### src/rtl/buck_seq_pkg.sv
package buck_seq_pkg;
  typedef enum logic [1:0] {
    GS_OFF = 2'd0,
    GS_HS  = 2'd1,
    GS_LS  = 2'd2
  } gate_st_e;

  typedef struct packed {
    logic hs;
    logic ls;
  } gate_req_t;
endpackage

### src/rtl/bps_sync.sv
module bps_sync #(
  parameter int W      = 1,
  parameter int STAGES = 2
) (
  input  logic         clk_i,
  input  logic         rst_ni,
  input  logic [W-1:0] d_i,
  output logic [W-1:0] q_o
);
  logic [W-1:0] stg_q [STAGES];

  generate
    for (genvar g = 0; g < STAGES; g++) begin : g_stage
      always_ff @(posedge clk_i or negedge rst_ni) begin
        if (!rst_ni)     stg_q[g] <= '0;
        else if (g == 0) stg_q[g] <= d_i;
        else             stg_q[g] <= stg_q[(g == 0) ? 0 : g-1];
      end
    end
  endgenerate

  assign q_o = stg_q[STAGES-1];
endmodule

### src/rtl/bps_pwm_latch.sv
module bps_pwm_latch (
  input  logic clk_i,
  input  logic rst_ni,
  input  logic phs_s_i,
  input  logic ramp_above_i,
  input  logic ramp_floor_i,
  input  logic ocp_i,
  output logic pwm_on_o,
  output logic ramp_dis_o
);
  logic phs_d_q, pwm_q, hold_q, skip_q;
  logic fall, ocp_hit;

  assign fall     = phs_d_q & ~phs_s_i;
  assign pwm_on_o = pwm_q & ~hold_q;
  assign ocp_hit  = ocp_i & pwm_on_o;

  always_ff @(posedge clk_i or negedge rst_ni) begin
    if (!rst_ni) begin
      phs_d_q <= 1'b0;
      pwm_q   <= 1'b0;
      hold_q  <= 1'b0;
      skip_q  <= 1'b0;
    end else begin
      phs_d_q <= phs_s_i;
      // reset dominant: ramp crossing or OC trip beats a set
      if (ramp_above_i || ocp_hit) begin
        pwm_q  <= 1'b0;
        hold_q <= 1'b0;
      end else if (fall && !skip_q) begin
        if (pwm_q) hold_q <= 1'b1;  // still high at new clock: 100% duty
        pwm_q <= 1'b1;
      end else if (hold_q && ramp_floor_i) begin
        hold_q <= 1'b0;
      end
      if (ocp_hit)   skip_q <= 1'b1;
      else if (fall) skip_q <= 1'b0;
    end
  end

  assign ramp_dis_o = ~pwm_q | hold_q;
endmodule

### src/rtl/bps_gate_seq.sv
module bps_gate_seq
  import buck_seq_pkg::*;
#(
  parameter int TMO_CYC = 16
) (
  input  logic      clk_i,
  input  logic      rst_ni,
  input  gate_req_t req_i,
  input  logic      gl_low_s_i,
  input  logic      sw_low_s_i,
  output logic      hs_en_o,
  output logic      ls_en_o
);
  localparam int CW = (TMO_CYC > 1) ? $clog2(TMO_CYC) : 1;

  gate_st_e       st_q, st_d;
  logic [CW-1:0]  cnt_q;
  logic           tmo;

  assign tmo = (cnt_q == CW'(TMO_CYC - 1));

  always_comb begin
    st_d = st_q;
    unique case (st_q)
      GS_OFF: begin
        if (req_i.hs && (gl_low_s_i || tmo))      st_d = GS_HS;
        else if (req_i.ls && (sw_low_s_i || tmo)) st_d = GS_LS;
      end
      GS_HS:   if (!req_i.hs) st_d = GS_OFF;
      GS_LS:   if (!req_i.ls) st_d = GS_OFF;
      default: st_d = GS_OFF;
    endcase
  end

  always_ff @(posedge clk_i or negedge rst_ni) begin
    if (!rst_ni) begin
      st_q  <= GS_OFF;
      cnt_q <= '0;
    end else begin
      st_q <= st_d;
      if (st_q == GS_OFF && st_d == GS_OFF && (req_i.hs || req_i.ls))
        cnt_q <= cnt_q + 1'b1;
      else
        cnt_q <= '0;
    end
  end

  assign hs_en_o = (st_q == GS_HS);
  assign ls_en_o = (st_q == GS_LS);
endmodule

### src/rtl/buck_phase_seq.sv
module buck_phase_seq
  import buck_seq_pkg::*;
#(
  parameter int TMO_CYC     = 16,
  parameter int SYNC_STAGES = 2
) (
  input  logic clk_i,
  input  logic rst_ni,
  input  logic phs_clk_i,
  input  logic ramp_above_i,
  input  logic ramp_floor_i,
  input  logic brake_i,
  input  logic ocp_i,
  input  logic ovp_i,
  input  logic debug_i,
  input  logic sync_dis_i,
  input  logic neg_cur_i,
  input  logic gl_low_i,
  input  logic sw_low_i,
  output logic hs_en_o,
  output logic ls_en_o,
  output logic ramp_dis_o
);
  localparam int NSYNC = 3;

  logic [NSYNC-1:0] async_raw, async_s;
  logic             pwm_on;
  gate_req_t        req;

  assign async_raw = {phs_clk_i, gl_low_i, sw_low_i};

  bps_sync #(.W(NSYNC), .STAGES(SYNC_STAGES)) u_sync (
    .clk_i  (clk_i),
    .rst_ni (rst_ni),
    .d_i    (async_raw),
    .q_o    (async_s)
  );

  bps_pwm_latch u_pwm (
    .clk_i        (clk_i),
    .rst_ni       (rst_ni),
    .phs_s_i      (async_s[2]),
    .ramp_above_i (ramp_above_i),
    .ramp_floor_i (ramp_floor_i),
    .ocp_i        (ocp_i),
    .pwm_on_o     (pwm_on),
    .ramp_dis_o   (ramp_dis_o)
  );

  // override priority: ovp > debug > brake > pwm
  always_comb begin
    if (ovp_i) begin
      req.hs = 1'b0;
      req.ls = 1'b1;
    end else if (debug_i || brake_i) begin
      req.hs = 1'b0;
      req.ls = 1'b0;
    end else begin
      req.hs = pwm_on;
      req.ls = ~pwm_on & ~(sync_dis_i & neg_cur_i);
    end
  end

  bps_gate_seq #(.TMO_CYC(TMO_CYC)) u_gate (
    .clk_i      (clk_i),
    .rst_ni     (rst_ni),
    .req_i      (req),
    .gl_low_s_i (async_s[1]),
    .sw_low_s_i (async_s[0]),
    .hs_en_o    (hs_en_o),
    .ls_en_o    (ls_en_o)
  );
endmodule

### config.mk
export PLATFORM = sky130hd
export DESIGN_NAME = buck_phase_seq
export DESIGN_NICKNAME = d
export VERILOG_FILES = /design/src/rtl/buck_seq_pkg.sv /design/src/rtl/bps_sync.sv /design/src/rtl/bps_pwm_latch.sv /design/src/rtl/bps_gate_seq.sv /design/src/rtl/buck_phase_seq.sv
export SDC_FILE = /design/constraint.sdc
export NUM_CORES = 1
export LEC_CHECK = 0
export CAP_MARGIN = 15
export CORE_AREA = 2 2 39 41
export DETAILED_ROUTE_END_ITERATION = 8
export DIE_AREA = 0 0 41 43
export DONT_BUFFER_PORTS = 1
export HOLD_SLACK_MARGIN = 0.1
export PLACE_DENSITY = 0.62
export SLEW_MARGIN = 15
export SYNTH_ARGS = -nofsm -noshare
export SYNTH_HDL_FRONTEND = slang
export SYNTH_SLANG_ARGS = --single-unit
### constraint.sdc
create_clock -name clk_i -period 2.8 [get_ports clk_i]
set_clock_uncertainty 0.2 [all_clocks]
set_input_delay 0.56 -clock clk_i [delete_from_list [all_inputs] [get_ports clk_i]]
set_output_delay 0.56 -clock clk_i [all_outputs]
set_load 0.05 [all_outputs]
* Yosys cells after proc, flatten, opt, wreduce, memory -nomap -nowiden
Index checks and enable logic that the tools add are counted.
Operators by class: add/subtract/negate cells 1, equality and inequality tests 4, multiplexer cells 16, bitwise gates (word level) 11, reduce and logical (&&, ||, !) cells 18
Operators with widths (count):
- 2-to-1 mux 2 bit | 6
- 2-to-1 mux 1 bit | 8
- logical AND 1 bit | 6
- case mux 2 bit (3 select lines) | 1
- AND 1 bit | 5
- logical OR 1 bit | 5
- NOT 1 bit | 5
- adder 4 x 1 -> 4 bit (second input constant) | 1
- equality test 4 bit (second input constant) | 1
- logical NOT 2 bit | 2
- 2-to-1 mux 4 bit | 1
- nonzero test 2 bit | 2
- != test 3 x 1 -> 1 bit (second input constant) | 1
- nonzero test 3 bit | 1
- equality test 2 x 1 -> 1 bit (second input constant) | 1
- equality test 2 bit (second input constant) | 1
- AND reduction 2 bit | 1
- logical NOT 1 bit | 1
- bitwise OR 1 bit | 1
Word-level totals: register bits 16, input bits 13, output and inout bits 3, logic and storage cells 58

* Longest topological paths before layout
Gate-level depths: netlist of run 1.
depth in word-level cells 14, gate-level depth with buffers 4, mapped depth without buffers 4

* By module
Synthesis of run 1 repeated with hierarchy kept, for this count alone.
Unflattened totals: cell total of the unflattened synthesis 54, area, all modules 666.9 sq um
Modules (own cells, without submodules):
- bps_gate_seq | instances 1, cells each 27, area an instance 294.0 sq um, sequential area each 150.1 sq um
- bps_pwm_latch | instances 1, cells each 15, area an instance 176.4 sq um, sequential area each 100.1 sq um
- bps_sync | instances 1, cells each 9, area an instance 172.7 sq um, sequential area each 150.1 sq um
- buck_phase_seq | instances 1, cells each 3, area an instance 23.8 sq um, sequential area each 0.0 sq um

* Worst setup path before layout of run 1
No wires, ideal clock.
path type flip-flop to flip-flop, from register u_pwm.hold_q, to register u_gate.cnt_q[0], library setup time 155 ps, arrival time 1532 ps, data required time 2445 ps, setup slack 914 ps, stages on the path, launching flop included 4, path buffers 0, period minus slack after synthesis 1886 ps, cell sequence dfrtp_1 nand2b_1 a221oi_1 a2111oi_1
On the way: cells in the longest elaborated chain, start to end 14, elaborated cells on any way between the ends 18, those cells by class mux (8); bitwise (4); reduce/logical (6)
RTL lines:
- start, declared | line bps_pwm_latch.sv:11 | logic phs_d_q, pwm_q, hold_q, skip_q;
- start signal, assigned | line bps_pwm_latch.sv:22 | hold_q <= 1'b0;
- start signal, assigned | line bps_pwm_latch.sv:29 | hold_q <= 1'b0;
- start signal, assigned | line bps_pwm_latch.sv:31 | if (pwm_q) hold_q <= 1'b1;
- NOT 1 bit (*) | line bps_pwm_latch.sv:15 | assign pwm_on_o = pwm_q & ~hold_q;
- AND 1 bit (*) | line bps_pwm_latch.sv:15
- NOT 1 bit | line buck_phase_seq.sv:60 | req.ls = ~pwm_on & ~(sync_dis_i & neg_cur_i);
- AND 1 bit | line buck_phase_seq.sv:60
- 2-to-1 mux 2 bit (*) | line buck_phase_seq.sv:55 | end else if (debug_i || brake_i) begin
- 2-to-1 mux 2 bit (*) | line buck_phase_seq.sv:52 | if (ovp_i) begin
- logical AND 1 bit | line bps_gate_seq.sv:27 | else if (req_i.ls && (sw_low_s_i || tmo)) st_d = GS_LS;
- 2-to-1 mux 2 bit | line bps_gate_seq.sv:27
- 2-to-1 mux 2 bit | line bps_gate_seq.sv:26 | if (req_i.hs && (gl_low_s_i || tmo)) st_d = GS_HS;
- case mux 2 bit (3 select lines) | line bps_gate_seq.sv:24 | unique case (st_q)
- logical NOT 2 bit | line bps_gate_seq.sv:41 | if (st_q == GS_OFF && st_d == GS_OFF && (req_i.hs || req_i.ls))
- logical AND 1 bit | line bps_gate_seq.sv:41
- logical AND 1 bit (*) | line bps_gate_seq.sv:41
- 2-to-1 mux 4 bit (*) | line bps_gate_seq.sv:41
- end signal, assigned | line bps_gate_seq.sv:42 | cnt_q <= cnt_q + 1'b1;
- end, declared | line bps_gate_seq.sv:17 | logic [CW-1:0] cnt_q;
Every way passes the cells marked *; elsewhere a longest branch is shown, timed or not. A chain may end at the register's enable or synchronous reset.

* Worst setup path after layout of run 1
from register u_pwm.hold_q, to register u_gate.cnt_q[3]
Same word-level chain as after synthesis.

==> metrics, run 1 <==
status finished, final reports clean; antenna-violating nets left 0; DRC Markers 0; Synth Flop Type dfrtp_1; Clock power frac 32.9%; part of the Yosys area used for sequential elements about 60%; min Tclk post-route ~2.1 ns; EDFF count, synth 0; met2 usage between 20 and 30%; Switching Power ~110 µW; global-route wire length before repair between 1500 and 2000 µm; GRT Max-Usage Layer met2; Final Net Count between 70 and 80; Hold Path Class in2reg; crit end category register; post-CTS setup buffers 0; initial core utilization a little under 50%; setup ws final ~0.74 ns; Synth warnings 0; Worst-Skew Late Latency 0.28 ns; Via-to-Cell Ratio roughly 5.8; Slowest Stage Delay on Critical Path just under 0.7 ns; routed wire length approximately 1100 µm; crit-path max FO 6; Initial DRT Pass Iterations 3; Power Dens Cells approximately 580 nW/µm²; critical path type reg2reg; Ports 16; die area 1760 µm²; number of hold buffers added after cts 4; CTS tree built; Flop pwr share between 50% and 60%; largest net degree at the start of global routing 17; share of layout cells above drive strength 1 a little under a fifth; row count 14; vias in the first global route between 400 and 500; Switching Share about a quarter; MaxCap Viol Count 0; post-cts resize count 0; global route overflow 0; Avg Inst Size Synth roughly 13 µm²; n_diodes 0; initial antenna violation count 0; Setup-failing EPs final 0; Bufs on Longest Clock Path 2; Worst-Margin Slew slightly below 0.7 ns; Area Overhead vs Synth 16.5%; crit-path cells nand2b_1, a221oi_1, a2111oi_1; # port buffers 0; ys async rst share 100%; met3 GRT Util 4.71%; post-detail-place hpwl between 900 and 1000 µm; vias 449; Core Util, Final 56.8%; Seq cells post-synth 16; startpoint types register; Syn Nets between 60 and 70; Die Width just over 40 µm; Slew headroom roughly 55%; GRT Overall Usage about 16%; critical path's slowest cell a221oi_1; Fin Hold WS around 0.13 ns; setup_tns 0 ns; Core Area around 1400 µm²; Logic pwr share 11.5%; max-slew violations 0; Routed WL per cell between 10 and 15 µm; CP required approximately 2.7 ns; P_int ~340 µW; gpl congestion a little under 0.7; crit path DAT about 2.0 ns; Mapped Cells 51; Num CTS Buffers 3; Die H approximately 43 µm; DRT iter0 DRCs 3; met1 Use GR between 10% and 20%; Max VDD drop ~430 µV; final hold vios 0; Netlist Area Pre-Place 674 µm²; Cell variety after synth 28; Sink Count 16; CTS root buf clkbuf_4; pre-CTS setup slack 0.734 ns; RSZ-0062 raised after global routing no; Pleak about 0.34 nW; H-tree levels 1; Clock transition at path regs 0.09 ns; Final period util 73.6%; fmax ~480 MHz
==> path summary, 6_finish.rpt <==
check,slack [ns],to,from,cells past startpoint
worst max-delay path,0.74,u_gate.cnt_q[3]$_DFF_PN0_,u_pwm.hold_q$_DFFE_PN0P_,3
worst min-delay path,0.13,u_pwm.hold_q$_DFFE_PN0P_,ramp_above_i,1
worst max register to register,0.74,u_gate.cnt_q[3]$_DFF_PN0_,u_pwm.hold_q$_DFFE_PN0P_,3
worst min register to register,0.16,u_sync.q_o[1]$_DFF_PN0_,u_sync.stg_q[4]$_DFF_PN0_,0
max in group asynchronous,1.42,u_pwm.hold_q$_DFFE_PN0P_,rst_ni,1
min in group asynchronous,0.55,u_gate.st_q[0]$_DFF_PN0_,rst_ni,1
==> layer usage <==
layer	share of wire [%]	routed length, µm
met2	56	636
met4	1.7	19
met5	0	0
met1	39	447
met3	3.5	40
==> cell usage in the layout, fill, tap and decap left out <==
| cell type | n |
|---|---|
| nor2_1 | 2 |
| a31o_2 | 1 |
| or2b_1 | 1 |
| a311oi_1 | 1 |
| o22ai_1 | 1 |
| dfrtp_1 | 16 |
| xor2_1 | 1 |
| nor3b_1 | 1 |
| a31oi_1 | 1 |
| a311oi_2 | 1 |
| inv_1 | 2 |
| a2111oi_1 | 3 |
| a21o_1 | 1 |
| nand2b_1 | 1 |
| buf_4 | 2 |
| clkbuf_4 | 3 |
| a21oi_1 | 1 |
| nand3_1 | 1 |
| a2111oi_2 | 1 |
| a211oi_1 | 1 |
| clkbuf_8 | 1 |
| and2_1 | 1 |
| nor4b_4 | 1 |
| or2_2 | 1 |
| dlygate4sd3_1 | 4 |
| nor2b_1 | 3 |
| o211a_1 | 1 |
| o21ai_0 | 3 |
| a221oi_1 | 1 |
| xnor2_1 | 1 |
| nand2_1 | 1 |
| ha_1 | 1 |
==> cells by family after synthesis <==
| logic type | count (synthesis) | synth area share [%] |
|---|---|---|
| adders and majority gates | 1 | 1.85 |
| AOI/OAI and AO/OA | 17 | 21.3 |
| and+or+nand+nor | 13 | 13.7 |
| xor gates and xnor gates | 2 | 2.60 |
| buffers and inverters | 2 | 1.11 |
| DFF | 16 | 59.4 |
==> power groups by stage <==
stage / logic (mW) / clock network (mW) / registers [mW]
after detailed placement: 0.0445 / 0 / 0.258
after CTS: 0.0535 / 0.153 / 0.253
after global routing: 0.0586 / 0.165 / 0.254
after floorplan: 0.0368 / 0 / 0.254
final: 0.0523 / 0.150 / 0.253
after global placement: 0.0424 / 0 / 0.257
==> area by class of cell <==
| class | instances | area, µm² |
|---|---|---|
| tap | 16 | 20.0 |
| timing repair buffer | 6 | 55.1 |
| sequential | 16 | 400 |
| fill | 117 | 598 |
| clock buffer | 4 | 36.3 |
| inverter | 2 | 7.51 |
| multi-input combinational | 33 | 267 |
==> per-stage QoR <==
| step | instances | cell area, µm² | power [mW] |
|---|---|---|---|
| after global routing | 77 | 786 | 0.478 |
| after global placement | 69 | 709 | 0.299 |
| after detailed placement | 69 | 709 | 0.302 |
| after floorplan | 51 | 674 | 0.291 |
| after CTS | 77 | 786 | 0.460 |
| final | 77 | 786 | 0.455 |
==> state kept, by name (all words and copies together), names as in the netlist <==
signal / cells
u_gate.cnt_q: 4
u_gate.st_q: 2
u_pwm.hold_q: 1
u_pwm.phs_d_q: 1
u_pwm.pwm_q: 1
u_pwm.skip_q: 1
u_sync.q_o: 3
u_sync.stg_q: 3
==> synthesized netlist by cell type (2+ instances only) <==
| cell | instances | area [µm²] |
|---|---|---|
| o21ai_0 | 3 | 15.0 |
| inv_1 | 2 | 7.51 |
| a2111oi_1 | 3 | 30.0 |
| nor2b_1 | 3 | 18.8 |
| dfrtp_1 | 16 | 400 |
| nor2_1 | 2 | 7.51 |
==> worst max-delay path, delay by kind of cell, from the launching register on <==
kind / cells / cell delay [ns]
AOI/OAI and AO/OA: 2 / 0.81
and+or+nand+nor: 1 / 0.46
DFF: 1 / 0.45
Note: power is estimated with default switching activity, not from simulation.
==> inputs of run 2 (changes only) <==
Settings changed: ABC_AREA set to 1, PLACE_DENSITY 0.62 to 0.61.
Clock period 2.8 ns to 2 ns, I/O delays scaled along.
==> metrics, run 2 <==
MaxCap Viol Count 0; fmax 621 MHz; Bufs on Longest Clock Path 2; Clock transition at path regs 0.08 ns; post-detail-place hpwl slightly below 700 µm; fin cells 96; initial core utilization approximately 48%; Setup-failing EPs final 0; post-CTS setup buffers 0; initial antenna violation count 0; post-cts resize count 0; Core Area roughly 1400 µm²; final hold vios 0; startpoint types register; fill cell count about 120; Worst-Skew Late Latency roughly 0.27 ns; Via-to-Cell Ratio approximately 4.5; critical path type reg2out; crit-path max FO 5; Die H approximately 43 µm; Synth warnings 0; critical path's slowest cell dfrtp_1; CTS root buf clkbuf_4; crit end category output port; Slew headroom a little under three fifths; area leader, netlist dfrtp_1; status finished, final reports clean; Max VDD drop approximately 520 µV; n_diodes 0; Design Area, Final about 780 µm²; vias about 430; Hold Path Class in2reg; most frequent cells in the layout 16 x dfrtp_1, 11 x nor2_1, 11 x inv_1; Avg Inst Size Synth about 9.6 µm²; share of layout cells above drive strength 1 between 15 and 20%; Mapped Cells 69; Pleak ~0.4 nW; row count 14; Num CTS Buffers 3; Sink Count 16; Final Net Count 96; setup_tns 0 ns; vias in the first global route around 400; Area Overhead vs Synth 17.7%; Netlist Area Pre-Place approximately 660 µm²; Slowest Stage Delay on Critical Path 0.41 ns; H-tree levels 1; Seq cells post-synth 16; # port buffers 0; die area 1760 µm²; Ports 16; antenna-violating nets left 0; routed wire length 897 µm; Yosys top cell area share about three fifths; CTS tree built; Power Dens Cells between 700 and 800 nW/µm²; DRT iter0 DRCs 5; DRC Markers 0; RSZ-0062 raised after global routing no; Final period util between 80% and 90%; Initial DRT Pass Iterations 4; Syn Nets 83; Cell variety after synth 17; Die Width 41 µm; EDFF count, synth 0; Routed WL per cell approximately 9.3 µm; global-route wire length before repair between 1500 and 2000 µm; part of the Yosys area used for sequential elements roughly three fifths; Placed Cells between 80 and 90; Commonest cells post-synth 16 x dfrtp_1, 11 x inv_1, 11 x nor2_1; GRT Overall Usage around 14%; number of hold buffers added after cts 5; min Tclk post-route about 1.6 ns; count leader, synth dfrtp_1; Worst-Margin Slew 0.672 ns; crit-path cells inv_1, nor2_1, buf_4; crit path DAT approximately 1.0 ns; Area after DPL ~700 µm²; max-slew violations 0; critical path's top delay family flip-flops; WP buf/inv 2; largest net degree at the start of global routing 17; Biggest register u_gate.cnt_q; commonest non-fill, non-tap cell in the layout dfrtp_1; Design Power 578 µW; global route overflow 0; ys async rst share 100%; CP required around 1.4 ns; max reg flops 4; Synth Flop Type dfrtp_1; gpl congestion around 0.70; Area contributors post-synth dfrtp_1 60%, inv_1 6.2%, nor2_1 6.2%
[run 2: final cells by class]
cell class	count	area, µm²	share of cell area, %
multi-input combinational	39	210	26.9
clock buffer	3	22.5	2.88
tap	16	20.0	2.56
sequential	16	400	51.3
inverter	14	52.6	6.73
timing repair buffer	8	75.1	9.62
[run 2: final timing paths]
kind,start,end,slack [ns],depth (start not counted)
setup / recovery,u_gate.st_q[0]$_DFF_PN0_,hs_en_o,0.39,3
hold / removal,ramp_floor_i,u_pwm.hold_q$_DFFE_PN0P_,0.13,2
setup reg to reg,u_pwm.hold_q$_DFFE_PN0P_,u_gate.cnt_q[0]$_DFF_PN0_,0.42,9
hold reg to reg,u_sync.stg_q[4]$_DFF_PN0_,u_sync.q_o[1]$_DFF_PN0_,0.15,0
max in group asynchronous,rst_ni,u_pwm.hold_q$_DFFE_PN0P_,0.77,1
min in group asynchronous,rst_ni,u_sync.q_o[1]$_DFF_PN0_,0.40,1
[run 2: stage by stage]
step                hold slack (ns)  utilization (%)  setup slack, ns
floorplan                   -0.0956                -            0.336
global placement            -0.0953             50.5            0.439
detailed placement          -0.0954             50.5            0.423
CTS                           0.106             55.7            0.377
global route                  0.145             56.4            0.259
finish                        0.127             56.4            0.390
[run 2: report_power, final]
group	internal, mW	total [mW]	switching [mW]
clock network	0.0696	0.154	0.0845
logic	0.0259	0.0745	0.0487
registers	0.341	0.349	0.00871
[run 2: kinds of logic (layout without fill, tap and decap cells)]
logic type	after synthesis	in the layout	synth area share, %
buf+inv	14	25	7.92
xor+xnor	2	2	2.64
compound gates	5	5	5.28
fa+ha+maj	1	1	1.89
simple gates	31	31	21.9
flops	16	16	60.4
[run 2: layer usage]
metal  wire [µm]  track usage, %  up-vias
met5           0               0        -
met4          15            12.0        0
met3          47            4.71        2
met2         362            17.2       12
met1         472            19.4      185
li1            -               -      233
[run 2: worst reg2reg max path: stages (launching register included)]
cell     delay (ns)
dfrtp_1        0.38
inv_2          0.07
nand2_2        0.21
nor2_4         0.20
nand3_2        0.08
nand2_1        0.06
nand2_1        0.05
nand2_2        0.07
nand2_2        0.07
nor2_1         0.11
